$ cat src/rtl/dbg_pol_pkg.sv
package dbg_pol_pkg;

  typedef enum logic [1:0] {
    POL_OFF  = 2'b00,
    POL_AUTH = 2'b01,
    POL_RSVD = 2'b10,
    POL_ON   = 2'b11
  } pol_e;

  // entry is open regardless of authentication
  function automatic logic pol_always(input logic [1:0] code);
    return code == POL_ON;
  endfunction

  // entry may be opened by an accepted credential
  function automatic logic pol_gated(input logic [1:0] code);
    return code == POL_AUTH;
  endfunction

endpackage

$ cat src/rtl/dbg_cred_filter.sv
module dbg_cred_filter #(
  parameter int UID_W = 128,
  parameter int KEYS  = 4,
  localparam int KIW  = (KEYS > 1) ? $clog2(KEYS) : 1
) (
  input  logic             auth_ok,
  input  logic             enforce_uid,
  input  logic [UID_W-1:0] dev_uid,
  input  logic [UID_W-1:0] cred_uid,
  input  logic [KEYS-1:0]  key_revoked,
  input  logic [KIW-1:0]   cred_key_idx,
  output logic             uid_bad,
  output logic             key_bad,
  output logic             accept
);
  localparam int KPAD = 1 << KIW;

  logic [KPAD-1:0] rev_ext;

  // indices past the key table count as revoked
  generate
    if (KPAD > KEYS) begin : g_pad
      assign rev_ext = {{(KPAD-KEYS){1'b1}}, key_revoked};
    end else begin : g_nopad
      assign rev_ext = key_revoked;
    end
  endgenerate

  assign uid_bad = enforce_uid && (dev_uid != cred_uid);
  assign key_bad = rev_ext[cred_key_idx];
  assign accept  = auth_ok && !uid_bad && !key_bad;

endmodule

$ cat src/rtl/dbg_grant_latch.sv
module dbg_grant_latch #(
  parameter int N = 10
) (
  input  logic         clk,
  input  logic         rst_n,
  input  logic         accept,
  input  logic [N-1:0] grant_mask,
  output logic [N-1:0] grant_q
);

  always_ff @(posedge clk or negedge rst_n) begin
    if (!rst_n)      grant_q <= '0;
    else if (accept) grant_q <= grant_q | grant_mask;
  end

  // granted bits never drop while out of reset
  a_r6_sticky: assert property (@(posedge clk) disable iff (!rst_n)
    (|grant_q) |=> ((grant_q & $past(grant_q)) == $past(grant_q)));

  // a new grant bit needs an accepted strobe naming it
  a_r3_only_granted: assert property (@(posedge clk) disable iff (!rst_n)
    (|(grant_q & ~$past(grant_q))) |->
      ($past(accept) && ((grant_q & ~$past(grant_q) & ~$past(grant_mask)) == '0)));

endmodule

$ cat src/rtl/dbg_entry_gate.sv
module dbg_entry_gate
  import dbg_pol_pkg::*;
#(
  parameter int N = 10
) (
  input  logic [2*N-1:0] pol_cfg,
  input  logic [N-1:0]   grant_q,
  output logic [N-1:0]   en
);

  for (genvar i = 0; i < N; i++) begin : g_ent
    logic [1:0] code;
    assign code  = pol_cfg[2*i +: 2];
    assign en[i] = pol_always(code) | (pol_gated(code) & grant_q[i]);
  end

endmodule

$ cat src/rtl/dbg_domain_policy.sv
module dbg_domain_policy
  import dbg_pol_pkg::*;
#(
  parameter int NDOM  = 7,
  parameter int NCMD  = 3,
  parameter int UID_W = 128,
  parameter int KEYS  = 4,
  localparam int N    = NDOM + NCMD,
  localparam int KIW  = (KEYS > 1) ? $clog2(KEYS) : 1
) (
  input  logic             clk,
  input  logic             rst_n,
  input  logic [2*N-1:0]   pol_cfg,
  input  logic [N-1:0]     grant_mask,
  input  logic             auth_ok,
  input  logic             enforce_uid,
  input  logic [UID_W-1:0] dev_uid,
  input  logic [UID_W-1:0] cred_uid,
  input  logic [KEYS-1:0]  key_revoked,
  input  logic [KIW-1:0]   cred_key_idx,
  output logic [NDOM-1:0]  dom_en,
  output logic [NCMD-1:0]  cmd_en
);

  logic         uid_bad, key_bad, accept;
  logic [N-1:0] grant_q, en_all;

  dbg_cred_filter #(.UID_W(UID_W), .KEYS(KEYS)) u_filter (
    .auth_ok     (auth_ok),
    .enforce_uid (enforce_uid),
    .dev_uid     (dev_uid),
    .cred_uid    (cred_uid),
    .key_revoked (key_revoked),
    .cred_key_idx(cred_key_idx),
    .uid_bad     (uid_bad),
    .key_bad     (key_bad),
    .accept      (accept)
  );

  dbg_grant_latch #(.N(N)) u_latch (
    .clk       (clk),
    .rst_n     (rst_n),
    .accept    (accept),
    .grant_mask(grant_mask),
    .grant_q   (grant_q)
  );

  dbg_entry_gate #(.N(N)) u_gate (
    .pol_cfg(pol_cfg),
    .grant_q(grant_q),
    .en     (en_all)
  );

  // domains occupy the low entries, commands follow
  assign dom_en = en_all[NDOM-1:0];
  assign cmd_en = en_all[N-1:NDOM];

  // an ID mismatch under enforcement leaves grants untouched
  a_r4_uid_reject: assert property (@(posedge clk) disable iff (!rst_n)
    (auth_ok && enforce_uid && (dev_uid != cred_uid)) |=> $stable(grant_q));

  // a revoked signing key leaves grants untouched
  a_r5_revoked: assert property (@(posedge clk) disable iff (!rst_n)
    (auth_ok && key_bad) |=> $stable(grant_q));

  for (genvar i = 0; i < N; i++) begin : g_chk
    // closed codes never open
    a_r1_closed: assert property (@(posedge clk) disable iff (!rst_n)
      (pol_cfg[2*i] == 1'b0) |-> !en_all[i]);
    // permanent code is open with no grant
    a_r2_perm: assert property (@(posedge clk) disable iff (!rst_n)
      (pol_cfg[2*i +: 2] == 2'b11) |-> en_all[i]);
  end

endmodule

$ cat config.mk
export PLATFORM = sky130hd
export DESIGN_NAME = dbg_domain_policy
export DESIGN_NICKNAME = d
export VERILOG_FILES = /design/src/rtl/dbg_pol_pkg.sv /design/src/rtl/dbg_cred_filter.sv /design/src/rtl/dbg_grant_latch.sv /design/src/rtl/dbg_entry_gate.sv /design/src/rtl/dbg_domain_policy.sv
export SDC_FILE = /design/constraint.sdc
export NUM_CORES = 1
export LEC_CHECK = 0
export ABC_AREA = 0
export BUFFER_PORTS_ARGS = -buffer_cell sky130_fd_sc_hd__buf_2
export CAP_MARGIN = 20
export CORE_AREA = 2 2 120 122
export CTS_CLUSTER_SIZE = 28
export DETAILED_ROUTE_END_ITERATION = 10
export DIE_AREA = 0 0 122 124
export GPL_TIMING_DRIVEN = 0
export PLACE_DENSITY = 0.46
export SLEW_MARGIN = 5
export SYNTH_ARGS = -nofsm -noshare
export SYNTH_HDL_FRONTEND = slang
export SYNTH_SLANG_ARGS = --single-unit
$ cat constraint.sdc
create_clock -name clk -period 1.3 [get_ports clk]
set_clock_uncertainty 0.15 [all_clocks]
set_input_delay 0.13 -clock clk [delete_from_list [all_inputs] [get_ports clk]]
set_output_delay 0.13 -clock clk [all_outputs]
set_load 0.1 [all_outputs]
==> results of run 1 <==
[power groups by stage]
| stage | logic (mW) | clock network [mW] | registers, mW |
|---|---|---|---|
| after floorplan | 0.630 | 0 | 0.346 |
| after global placement | 1.23 | 0 | 0.351 |
| after detailed placement | 1.25 | 0 | 0.350 |
| after CTS | 1.37 | 0.617 | 0.346 |
| after global routing | 1.51 | 0.632 | 0.349 |
| final | 1.40 | 0.607 | 0.346 |
[metal layers]
metal	global-route usage	vias up	part of all wire
met1	0.128	1204	0.35
met5	0	-	0
li1	-	1416	-
met4	0.0244	0	0.014
met2	0.230	173	0.53
met3	0.0215	11	0.10
[cells in the final DEF, fill, tap and decap left out, drive strengths merged]
master       synthesis  routed
dlygate4sd3          0      11
mux4                 1       1
nor4                 8       8
a21bo               10      10
a21oi               10      10
nand3                1       1
nor3b                1       1
clkbuf               0       4
o21a                10      10
diode                0       1
nor3                 1       1
nand3b               1       1
dfrtp               10      10
buf                  0     309
xnor2              128     128
nand4               33      33
[layout make-up]
class,instances,area share
flip-flops and latches,10,0.0577
well taps,180,0.0519
multi-input cells,204,0.439
diodes,1,0.000577
clock buffers,4,0.0205
repair buffers,320,0.431
[per-stage QoR]
| stage | hold slack [ns] | power (mW) | worst slack (ns) |
|---|---|---|---|
| floorplan | -0.316 | 0.976 | -0.182 |
| global placement | -0.149 | 1.58 | -0.971 |
| detailed placement | -0.144 | 1.60 | -1.00 |
| CTS | 0.145 | 2.33 | -0.364 |
| global route | 0.176 | 2.49 | -0.438 |
| finish | 0.138 | 2.36 | -0.324 |
[kinds of logic (layout without fill, tap and decap cells)]
kind of cell              count (synthesis)  after routing  synth area share
AOI/OAI and AO/OA                        30             30             0.117
buffers and inverters                     0            324                 0
DFF                                      10             10             0.130
xor gates and xnor gates                128            128             0.581
and+or+nand+nor                          45             45             0.161
muxes                                     1              1            0.0117
other                                     0              1                 0
[repair_timing]
item | CTS | global route
setup endpoints to repair | 20 | 18
hold endpoints to repair | 20 | 0
gates cloned | 0 | 0
pin swaps | 8 | 5
hold buffers | 11 | 0
buffers inserted | 1 | 3
resized for setup | 45 | 17
[path summary, 6_finish.rpt]
check	endpoint	slack (ns)	cells past startpoint
max	u_latch.grant_q[8]	-0.32	8
min	u_latch.grant_q[9]	0.14	2
max reg2reg	u_latch.grant_q[3]	0.22	3
min reg2reg	u_latch.grant_q[9]	0.43	2
max in group asynchronous	u_latch.grant_q[2]	0.67	2
min in group clk	u_latch.grant_q[1]	0.31	4
==> Flow_metrics.wiki, run 1 <==
{| class="wikitable"
! Metric !! Value
|-
| Run status || finished, violations left
|-
| Violated checks || setup timing
|-
| Die area || 15100 sq um
|-
| Share of cells above drive strength 1 || 0.660
|-
| Number of standard cells in the layout, taps in and fillers out || slightly above 700
|-
| Switching part of the total || 0.322
|-
| Routability congestion estimate from global placement || approximately 0.86
|-
| Detailed Route Iter0 Violations || 52
|-
| Warnings, synthesis || 0
|-
| CTS Buf Count || 3
|-
| IO Port Bufs || 305
|-
| Relative slew slack || 0.683
|-
| Multi-input gate area in the final layout || roughly 1900 sq um
|-
| Net count after synthesis || 510
|-
| Highest Clock Rate || 616 MHz
|-
| Leakage component of the power || 2.01 nW
|-
| Half-perimeter wire length after placement || 8.84 mm
|-
| Worst endpoint data arrival time || 1.65 ns
|-
| Post-synthesis sequential area ratio || 0.130
|-
| Maximum capacitance violations || 0
|-
| Remaining antenna violation count || 0
|-
| Number of remaining DRC errors || 0
|-
| Vias per cell || 3.90
|-
| Area leader, netlist || sky130_fd_sc_hd__xnor2_1
|-
| Sequential cell area || between 200 and 300 sq um
|-
| H-tree depth reported by CTS || 1
|-
| Delay-heaviest family, CP || simple AND/OR/NAND/NOR gates
|-
| Total clock sinks || 10
|-
| Final Critical Period || 1.62 ns
|-
| Top register by number of flip-flops || u_latch.grant_q
|-
| Switching component of the power || 759 uW
|-
| Cells taking the most area after synthesis || sky130_fd_sc_hd__xnor2_1 58%, sky130_fd_sc_hd__dfrtp_1 13%, sky130_fd_sc_hd__nand4_1 11%
|-
| Pin count of the biggest net entering global routing || 11
|-
| Startpoint class of the critical path || input port
|-
| Post-layout util || 0.316
|-
| Total of flip-flops plus latches after synthesis || 10
|-
| Area of the core region || between 10000 and 15000 sq um
|-
| Required @ worst endpoint || 1.33 ns
|-
| Transition at the pin with the smallest max-transition slack || 0.475 ns
|-
| Pint || 1.60 mW
|-
| Routed vias || 2804
|-
| Proportion of power drawn by combinational gates || 0.595
|-
| Number of global-route vias before repair || 2909
|-
| Cell with the largest stage delay on the worst path || sky130_fd_sc_hd__nor4_4
|-
| Area fraction of the dominant cell type after synthesis || 0.581
|-
| Beginning of the critical path || cred_uid[97]
|-
| Layout filler cell count || 1443
|-
| Instance count after placement with tap cells included || approximately 700
|-
| Final design instance area without fill || roughly 4300 sq um
|-
| Final Hold Vio Count || 0
|-
| Final setup violation count || 10
|-
| Number of nets in the layout || between 800 and 900
|-
| Initial antenna violation count || 1
|-
| Power share of the sequential group || 0.147
|-
| Worst IR drop on VDD || 0.327 mV
|-
| Worst-path cell chain || buf_6 -> xnor2_2 -> nand4_1 -> nor4_4 -> nand4_1 -> nor3_4 -> buf_12 -> a21bo_1
|-
| DR WL/cell || 13.5 um
|-
| DRT Pass-1 Iters || 4
|-
| Count of flip-flops with a built-in enable after synthesis || 0
|-
| Reg-to-Reg Start || u_latch.grant_q[3]
|-
| Area growth from synthesis to layout || 125%
|-
| IO Pins || 306
|-
| Worst-path fanout max || 10
|-
| Critical Path Most Common Cell || sky130_fd_sc_hd__nand4_1
|-
| Clock tree from TritonCTS || done
|-
| Sum Neg Setup Slack || -3.18 ns
|-
| Category of the most critical setup path || in2reg
|-
| Worst path setup slack after routing || -0.324 ns
|-
| Final Max Tran Viols || 0
|-
| Power density cells || roughly 540 nW/um^2
|-
| Longest individual stage delay on the worst path || 0.34 ns
|-
| Congestion Overflow GR || 0
|-
| Count of buffer and inverter cells on the critical path || 2
|-
| Clock-pin slew reported for the worst setup and hold paths after clock tree synthesis || 0.04 ns
|-
| Worst-Skew Late Latency || roughly 0.24 ns
|-
| Global-route usage over all layers || 0.116
|-
| Buffer type at the clock tree root || sky130_fd_sc_hd__clkbuf_16
|-
| Post-synth design cell area || 1930 sq um
|-
| Vertical die dimension || between 100 and 150 um
|-
| Initial cell density of the core || 0.141
|-
| Synth Area per Inst || between 9 and 10 sq um
|-
| Global-route wire length before repair || 13.8 mm
|-
| Unique cell type count in the Yosys netlist || 13
|-
| Leading cell type by number of instances after synthesis || sky130_fd_sc_hd__xnor2_1
|-
| Die Span X || 122 um
|-
| Number of flip-flops under the largest register name || 10
|-
| Top FF cell, synth || sky130_fd_sc_hd__dfrtp_1
|-
| Setup repair after global routing missed its margin || true
|-
| Maximum number of buffers from clock root to sink || 2
|-
| Ys async rst share || 1.00
|-
| Placed standard-cell area || 3780 sq um
|-
| Commonest cells in the synthesized netlist || 128 x sky130_fd_sc_hd__xnor2_1, 33 x sky130_fd_sc_hd__nand4_1
|-
| Biggest registers after layout || u_latch.grant_q (10)
|-
| Hold/Removal Path Class || in2async
|-
| Clock network power share || 0.258
|-
| Post-Syn Instances || 214
|-
| Total Wirelength || 9.70 mm
|-
| Final critical-path share of the clock period || 1.25
|-
| Crit path capture type || register
|-
| Num rows || 43
|}
Power figures use the tool's default switching activity.
==> run 2: changes to the inputs <==
Settings changed: PLACE_DENSITY 0.46 to default, PLACE_DENSITY_LB_ADDON from default to 0.12.
Clock period 1.3 ns to 1.6 ns, I/O delays scaled along.
==> Flow_metrics.wiki, run 2 (synthesis results as in run 1) <==
{| class="wikitable"
! Metric !! Value
|-
| Placed standard-cell area || 3680 sq um (was 3780 sq um)
|-
| Die Span X || 122 um (unchanged)
|-
| Startpoint class of the critical path || input port (unchanged)
|-
| Instance count after placement with tap cells included || 699 (unchanged)
|-
| Routed vias || 2752 (was 2804)
|-
| Number of remaining DRC errors || 0 (unchanged)
|-
| Initial antenna violation count || 0 (was 1)
|-
| Maximum capacitance violations || 0 (unchanged)
|-
| Register-to-register setup slack || 0.64 ns (was 0.22 ns)
|-
| Relative slew slack || 0.666 (was 0.683)
|-
| Longest individual stage delay on the worst path || 0.34 ns (about the same)
|-
| Clock-pin slew reported for the worst setup and hold paths after clock tree synthesis || 0.04 ns (about the same)
|-
| Critical Path Most Common Cell || sky130_fd_sc_hd__nand4_1 (unchanged)
|-
| Run status || finished, final reports clean (was finished, violations left)
|-
| Detailed Route Iter0 Violations || 27 (was 52)
|-
| CTS Buf Count || 3 (unchanged)
|-
| Num rows || 43 (unchanged)
|-
| Final design instance area without fill || 4100 sq um (was 4340 sq um)
|-
| Worst-path cell chain || buf_6 -> xnor2_1 -> nand4_1 -> nor4_2 -> nand4_1 -> nor3_4 -> buf_12 -> a21bo_1 (was buf_6 -> xnor2_2 -> nand4_1 -> nor4_4 -> nand4_1 -> nor3_4 -> buf_12 -> a21bo_1)
|-
| Buffer type at the clock tree root || sky130_fd_sc_hd__clkbuf_16 (unchanged)
|-
| Number of flip-flops under the largest register name || 10 (unchanged)
|-
| Worst endpoint data arrival time || 1.61 ns (was 1.65 ns)
|-
| Count of buffer and inverter cells on the critical path || 2 (unchanged)
|-
| Vertical die dimension || 124 um (unchanged)
|-
| Leakage component of the power || 1.88 nW (was 2.01 nW)
|-
| Vias per cell || 3.85 (was 3.90)
|-
| IO Port Bufs || 305 (unchanged)
|-
| Worst-path fanout max || 10 (unchanged)
|-
| Initial cell density of the core || 0.141 (unchanged)
|-
| H-tree depth reported by CTS || 1 (unchanged)
|-
| Most common cell after layout, fill and taps aside || sky130_fd_sc_hd__buf_2 (unchanged)
|-
| Total Wirelength || 9.51 mm (was 9.70 mm)
|-
| Maximum number of buffers from clock root to sink || 2 (unchanged)
|-
| Final critical-path share of the clock period || 0.991
|-
| Top register by number of flip-flops || u_latch.grant_q (unchanged)
|-
| Worst-Skew Late Latency || 0.23 ns (was 0.24 ns)
|-
| Transition at the pin with the smallest max-transition slack || 0.504 ns (was 0.475 ns)
|-
| Die area || 15100 sq um (unchanged)
|-
| Final Critical Period || 1.59 ns
|-
| Final Max Tran Viols || 0 (unchanged)
|-
| Worst Hold Margin || 0.175 ns (was 0.138 ns)
|-
| Final Hold Vio Count || 0 (unchanged)
|-
| Worst IR drop on VDD || 0.319 mV (was 0.327 mV)
|-
| Number of standard cells in the layout, taps in and fillers out || 715 (was 719)
|-
| Category of the most critical setup path || in2reg (unchanged)
|-
| Congestion Overflow GR || 0 (unchanged)
|-
| Most frequent cells in the layout || 294 x sky130_fd_sc_hd__buf_2, 115 x sky130_fd_sc_hd__xnor2_1, 33 x sky130_fd_sc_hd__nand4_1 (was 285 x sky130_fd_sc_hd__buf_2, 106 x sky130_fd_sc_hd__xnor2_1, 33 x sky130_fd_sc_hd__nand4_1)
|-
| Required @ worst endpoint || 1.62 ns (was 1.33 ns)
|-
| Power density cells || 440 nW/um^2 (was 543 nW/um^2)
|-
| Global-route usage over all layers || 0.117 (was 0.116)
|-
| DR WL/cell || 13.3 um (was 13.5 um)
|-
| Hold/Removal Path Class || in2async (unchanged)
|-
| Ant. Diodes || 0 (was 1)
|-
| Power Total || 1.81 mW (was 2.36 mW)
|-
| DRT Pass-1 Iters || 4 (unchanged)
|-
| Delay-heaviest family, CP || simple AND/OR/NAND/NOR gates (unchanged)
|-
| IO Pins || 306 (unchanged)
|-
| Post-layout util || 0.299 (was 0.316)
|-
| Number of global-route vias before repair || 3006 (was 2909)
|-
| Highest Clock Rate || 631 MHz
|-
| Area of the core region || 13700 sq um (unchanged)
|-
| Final setup violation count || 0 (was 10)
|-
| Routability congestion estimate from global placement || 0.835 (was 0.856)
|-
| Pin count of the biggest net entering global routing || 11 (unchanged)
|-
| Biggest registers after layout || u_latch.grant_q (10) (unchanged)
|-
| Setup repair after global routing missed its margin || true (unchanged)
|-
| Remaining antenna violation count || 0 (unchanged)
|-
| Share of cells above drive strength 1 || 0.622 (was 0.660)
|-
| Crit path capture type || register (unchanged)
|-
| Area growth from synthesis to layout || 113% (was 125%)
|-
| Cell with the largest stage delay on the worst path || sky130_fd_sc_hd__nor4_2 (was sky130_fd_sc_hd__nor4_4)
|-
| Global-route wire length before repair || 14.0 mm (was 13.8 mm)
|-
| Number of nets in the layout || 832 (was 835)
|-
| Clock tree from TritonCTS || done (unchanged)
|-
| Total clock sinks || 10 (unchanged)
|}
[run 2: cell count changes in the layout (fill, tap and decap cells not counted), moves of 3 or more]
| cell | delta |
|---|---|
| sky130_fd_sc_hd__o21a_2 | -10 |
| sky130_fd_sc_hd__buf_4 | -3 |
| sky130_fd_sc_hd__xnor2_1 | +9 |
| sky130_fd_sc_hd__buf_2 | +9 |
| sky130_fd_sc_hd__buf_12 | -7 |
| sky130_fd_sc_hd__xnor2_2 | -9 |
| sky130_fd_sc_hd__o21a_1 | +10 |
[run 2: where the power goes]
group	total (mW)	leakage [nW]	switching [mW]	internal, mW
sequential	0.281	0.0900	0.00994	0.271
combinational	1.03	1.75	0.453	0.581
clock	0.491	0.0442	0.115	0.376
total	1.81	1.88	0.578	1.23
[run 2: final cells by class]
cell class | instances | area (sq um)
Multi-Input combinational cell | 204 | 1810
Clock buffer | 4 | 88.8
Fill cell | 1504 | 9620
Tap cell | 180 | 225
Timing Repair Buffer | 317 | 1730
Sequential cell | 10 | 250
[run 2: final timing paths]
check	from	end	depth (start not counted)
setup / recovery	cred_uid[66]	u_latch.grant_q[7]	8
hold / removal	rst_n	u_latch.grant_q[0]	2
setup reg to reg	u_latch.grant_q[2]	u_latch.grant_q[2]	2
hold reg to reg	u_latch.grant_q[8]	u_latch.grant_q[8]	2
max in group asynchronous	rst_n	u_latch.grant_q[7]	2
min in group clk	enforce_uid	u_latch.grant_q[2]	4
[run 2: metal layers]
metal	up-vias	share of wire	routed length [um]	track usage
met5	-	0	0	0
met4	0	0.0036	34	0.0122
met3	2	0.099	944	0.0224
met2	161	0.56	5330	0.252
met1	1184	0.34	3200	0.117
li1	1405	-	-	-
[run 2: repair_timing]
action,in CTS,in global routing
setup endpoints to repair,10,10
setup buffers,1,0
hold buffers,11,0
hold endpoints to repair,20,0
pin swaps,5,3
resized for setup,17,13
[run 2: stage by stage]
stage | TNS (ns) | worst slack, ns
CTS | -0.302 | -0.0348
finish | 0 | 0.0146
floorplan | 0 | 0.0791
detailed placement | -6.52 | -0.657
global route | -0.952 | -0.102
global placement | -6.53 | -0.661
==> run 3: changes to the inputs <==
--- a/config.mk
+++ b/config.mk
@@ -15,5 +15,5 @@
 export GPL_TIMING_DRIVEN = 0
 export PLACE_DENSITY_LB_ADDON = 0.12
-export SLEW_MARGIN = 5
+export SLEW_MARGIN = 20
 export SYNTH_ARGS = -nofsm -noshare
 export SYNTH_HDL_FRONTEND = slang
==> constraint.sdc (replaced) <==
create_clock -name clk -period 1.6 [get_ports clk]
set_clock_uncertainty 0.15 [all_clocks]
set_input_delay 0.48 -clock clk [delete_from_list [all_inputs] [get_ports clk]]
set_output_delay 0.48 -clock clk [all_outputs]
set_load 0.1 [all_outputs]
==> Flow_metrics.wiki, run 3 (synthesis results as in run 1) <==
{| class="wikitable"
! Metric !! Value
|-
| Run status || finished, violations left (was finished, final reports clean)
|-
| Violated checks || setup timing
|-
| Switching component of the power || 581 uW (was 578 uW)
|-
| Detailed Route Iter0 Violations || 55 (was 27)
|-
| Most common cell after layout, fill and taps aside || sky130_fd_sc_hd__buf_2 (unchanged)
|-
| CTS Buf Count || 3 (unchanged)
|-
| IO Port Bufs || 305 (unchanged)
|-
| Die Span X || 122 um (unchanged)
|-
| Post-layout util || 0.307 (was 0.299)
|-
| Share of cells above drive strength 1 || 0.664 (was 0.622)
|-
| Number of flip-flops under the largest register name || 10 (unchanged)
|-
| Hold worst-path end || u_latch.grant_q[4]
|-
| Vertical die dimension || 124 um (unchanged)
|-
| Relative slew slack || 0.681 (was 0.666)
|-
| Final setup violation count || 20 (was 0)
|-
| Power density cells || 430 nW/um^2 (was 440 nW/um^2)
|-
| Crit path capture type || register (unchanged)
|-
| Total Wirelength || 8.92 mm (was 9.51 mm)
|-
| Depth of the worst hold-timing path || 2
|-
| Power share of the sequential group || 0.155 (was 0.156)
|-
| Multi-input gate area in the final layout || 1870 sq um (was 1810 sq um)
|-
| Area growth from synthesis to layout || 118% (was 113%)
|-
| Clock network power share || 0.235 (was 0.272)
|-
| Power Total || 1.81 mW (about the same)
|-
| Leakage component of the power || 1.96 nW (was 1.88 nW)
|-
| Die area || 15100 sq um (unchanged)
|-
| Final Max Tran Viols || 0 (unchanged)
|-
| DRT Pass-1 Iters || 4 (unchanged)
|-
| Worst-Skew Late Latency || 0.23 ns (about the same)
|-
| Biggest registers after layout || u_latch.grant_q (10) (unchanged)
|-
| Maximum capacitance violations || 0 (unchanged)
|-
| Final Hold Vio Count || 0 (unchanged)
|-
| Pint || 1.23 mW (about the same)
|-
| Worst IR drop on VDD || 0.289 mV (was 0.319 mV)
|-
| Number of nets in the layout || 828 (was 832)
|-
| Worst path setup slack after routing || -0.334 ns (was 0.0146 ns)
|-
| Post-place setup slack || -0.955 ns (was -0.657 ns)
|-
| Congestion Overflow GR || 0 (unchanged)
|-
| Clock tree from TritonCTS || done (unchanged)
|-
| Register-to-register setup slack || 0.40 ns (was 0.64 ns)
|-
| Startpoint class of the critical path || input port (unchanged)
|-
| Highest Clock Rate || 517 MHz (was 631 MHz)
|-
| Number of remaining DRC errors || 0 (unchanged)
|-
| Routed vias || 2719 (was 2752)
|-
| Transition at the pin with the smallest max-transition slack || 0.477 ns (was 0.504 ns)
|-
| Hold/Removal Path Class || in2reg (was in2async)
|-
| Worst endpoint data arrival time || 1.95 ns (was 1.61 ns)
|-
| Required @ worst endpoint || 1.62 ns (about the same)
|-
| Layout filler cell count || 1503 (was 1504)
|-
| H-tree depth reported by CTS || 1 (unchanged)
|-
| Number of cell instances on the worst register-to-register path || 4 (was 2)
|-
| DR WL/cell || 12.6 um (was 13.3 um)
|-
| Category of the most critical setup path || in2reg (unchanged)
|-
| Global-route usage over all layers || 0.105 (was 0.117)
|-
| Initial antenna violation count || 0 (unchanged)
|-
| Setup repair after global routing missed its margin || true (unchanged)
|-
| Final critical-path share of the clock period || 1.21 (was 0.991)
|-
| Worst-path fanout max || 10 (unchanged)
|-
| Reg-to-Reg Start || u_latch.grant_q[3] (was u_latch.grant_q[2])
|-
| Final design instance area without fill || 4210 sq um (was 4100 sq um)
|-
| Most frequent cells in the layout || 288 x sky130_fd_sc_hd__buf_2, 109 x sky130_fd_sc_hd__xnor2_1, 33 x sky130_fd_sc_hd__nand4_1 (was 294 x sky130_fd_sc_hd__buf_2, 115 x sky130_fd_sc_hd__xnor2_1, 33 x sky130_fd_sc_hd__nand4_1)
|-
| Switching part of the total || 0.320 (about the same)
|-
| Reg2reg end || u_latch.grant_q[3] (was u_latch.grant_q[2])
|-
| Global-route wire length before repair || 12.6 mm (was 14.0 mm)
|-
| Placed standard-cell area || 3780 sq um (was 3680 sq um)
|-
| Worst Hold Margin || 0.314 ns (was 0.175 ns)
|-
| Ant. Diodes || 0 (unchanged)
|-
| Area of the core region || 13700 sq um (unchanged)
|-
| Number of global-route vias before repair || 2864 (was 3006)
|-
| Remaining antenna violation count || 0 (unchanged)
|-
| Clock-pin slew reported for the worst setup and hold paths after clock tree synthesis || 0.04 ns (about the same)
|-
| Num rows || 43 (unchanged)
|-
| Final Critical Period || 1.93 ns (was 1.59 ns)
|-
| Top register by number of flip-flops || u_latch.grant_q (unchanged)
|-
| Initial cell density of the core || 0.141 (unchanged)
|-
| Sequential cell area || 250 sq um (unchanged)
|-
| Maximum number of buffers from clock root to sink || 2 (unchanged)
|-
| Vias per cell || 3.83 (was 3.85)
|-
| Total clock sinks || 10 (unchanged)
|-
| Half-perimeter wire length after placement || 8.20 mm
|-
| Hold path startpoint || grant_mask[4]
|-
| Buffer type at the clock tree root || sky130_fd_sc_hd__clkbuf_16 (unchanged)
|-
| Routability congestion estimate from global placement || 0.750 (was 0.835)
|-
| IO Pins || 306 (unchanged)
|-
| Pin count of the biggest net entering global routing || 11 (unchanged)
|-
| Proportion of power drawn by combinational gates || 0.610 (was 0.572)
|}
[run 3: cell types whose count changed in the layout (fill, tap and decap cells not counted), moves of 2 or more]
cell	delta
sky130_fd_sc_hd__dlygate4sd3_1	-10
sky130_fd_sc_hd__o21a_1	-10
sky130_fd_sc_hd__o21a_2	+10
sky130_fd_sc_hd__buf_12	+9
sky130_fd_sc_hd__buf_2	-6
sky130_fd_sc_hd__buf_4	+6
sky130_fd_sc_hd__xnor2_1	-6
sky130_fd_sc_hd__xnor2_2	+6
sky130_fd_sc_hd__buf_6	-4
sky130_fd_sc_hd__nor4_2	-3
sky130_fd_sc_hd__nor4_1	+2
[run 3: final cells by class]
| type | count | share of cell area |
|---|---|---|
| multi-input cells | 204 | 0.444 |
| repair buffers | 313 | 0.425 |
| flip-flops and latches | 10 | 0.0595 |
| well taps | 180 | 0.0535 |
| clock buffers | 3 | 0.0178 |
[run 3: worst max path at each step]
stage	start	end	slack, ns	cells after the start
5_1_grt	cred_uid[10]	u_latch.grant_q[9]	-0.52	8
4_1_cts	cred_uid[9]	u_latch.grant_q[9]	-0.38	8
3_3_place_gp	cred_uid[84]	u_latch.grant_q[7]	-0.96	7
6_report	cred_uid[84]	u_latch.grant_q[0]	-0.33	8
3_5_place_dp	cred_uid[11]	u_latch.grant_q[9]	-0.95	7
2_1_floorplan	cred_key_idx[0]	u_latch.grant_q[0]	-0.23	4
[run 3: per-layer routing]
metal  global-route usage  part of all wire
met1               0.0957              0.31
met2                0.233              0.57
met3               0.0252              0.11
met4               0.0129            0.0066
met5                    0                 0
[run 3: power by group through the flow]
stage | registers [mW] | logic (mW) | clock network (mW)
floorplan | 0.281 | 0.512 | 0
global placement | 0.285 | 0.988 | 0
detailed placement | 0.285 | 1.00 | 0
CTS | 0.282 | 1.10 | 0.436
global route | 0.283 | 1.20 | 0.453
finish | 0.281 | 1.11 | 0.425
[run 3: critical path: stages]
cell and delay (ns):
sky130_fd_sc_hd__buf_6 0.09, sky130_fd_sc_hd__xnor2_1 0.16, sky130_fd_sc_hd__nand4_1 0.18, sky130_fd_sc_hd__nor4_4 0.31, sky130_fd_sc_hd__nand4_1 0.25, sky130_fd_sc_hd__nor3_4 0.22
sky130_fd_sc_hd__buf_12 0.15, sky130_fd_sc_hd__a21bo_1 0.11
[run 3: per-stage QoR]
step,cells,setup TNS (ns)
floorplan,214,-2.32
global placement,699,-10.64
detailed placement,699,-10.61
CTS,706,-3.93
global route,710,-5.49
finish,710,-3.47
[run 3: repair_timing]
item | in CTS | in global routing
pin swaps | 9 | 2
endpoints found under the hold margin | 10 | 0
gates resized for setup | 52 | 6
endpoints found under the setup margin | 20 | 20
gates cloned | 0 | 0
hold buffers | 1 | 0
buffers inserted | 3 | 4
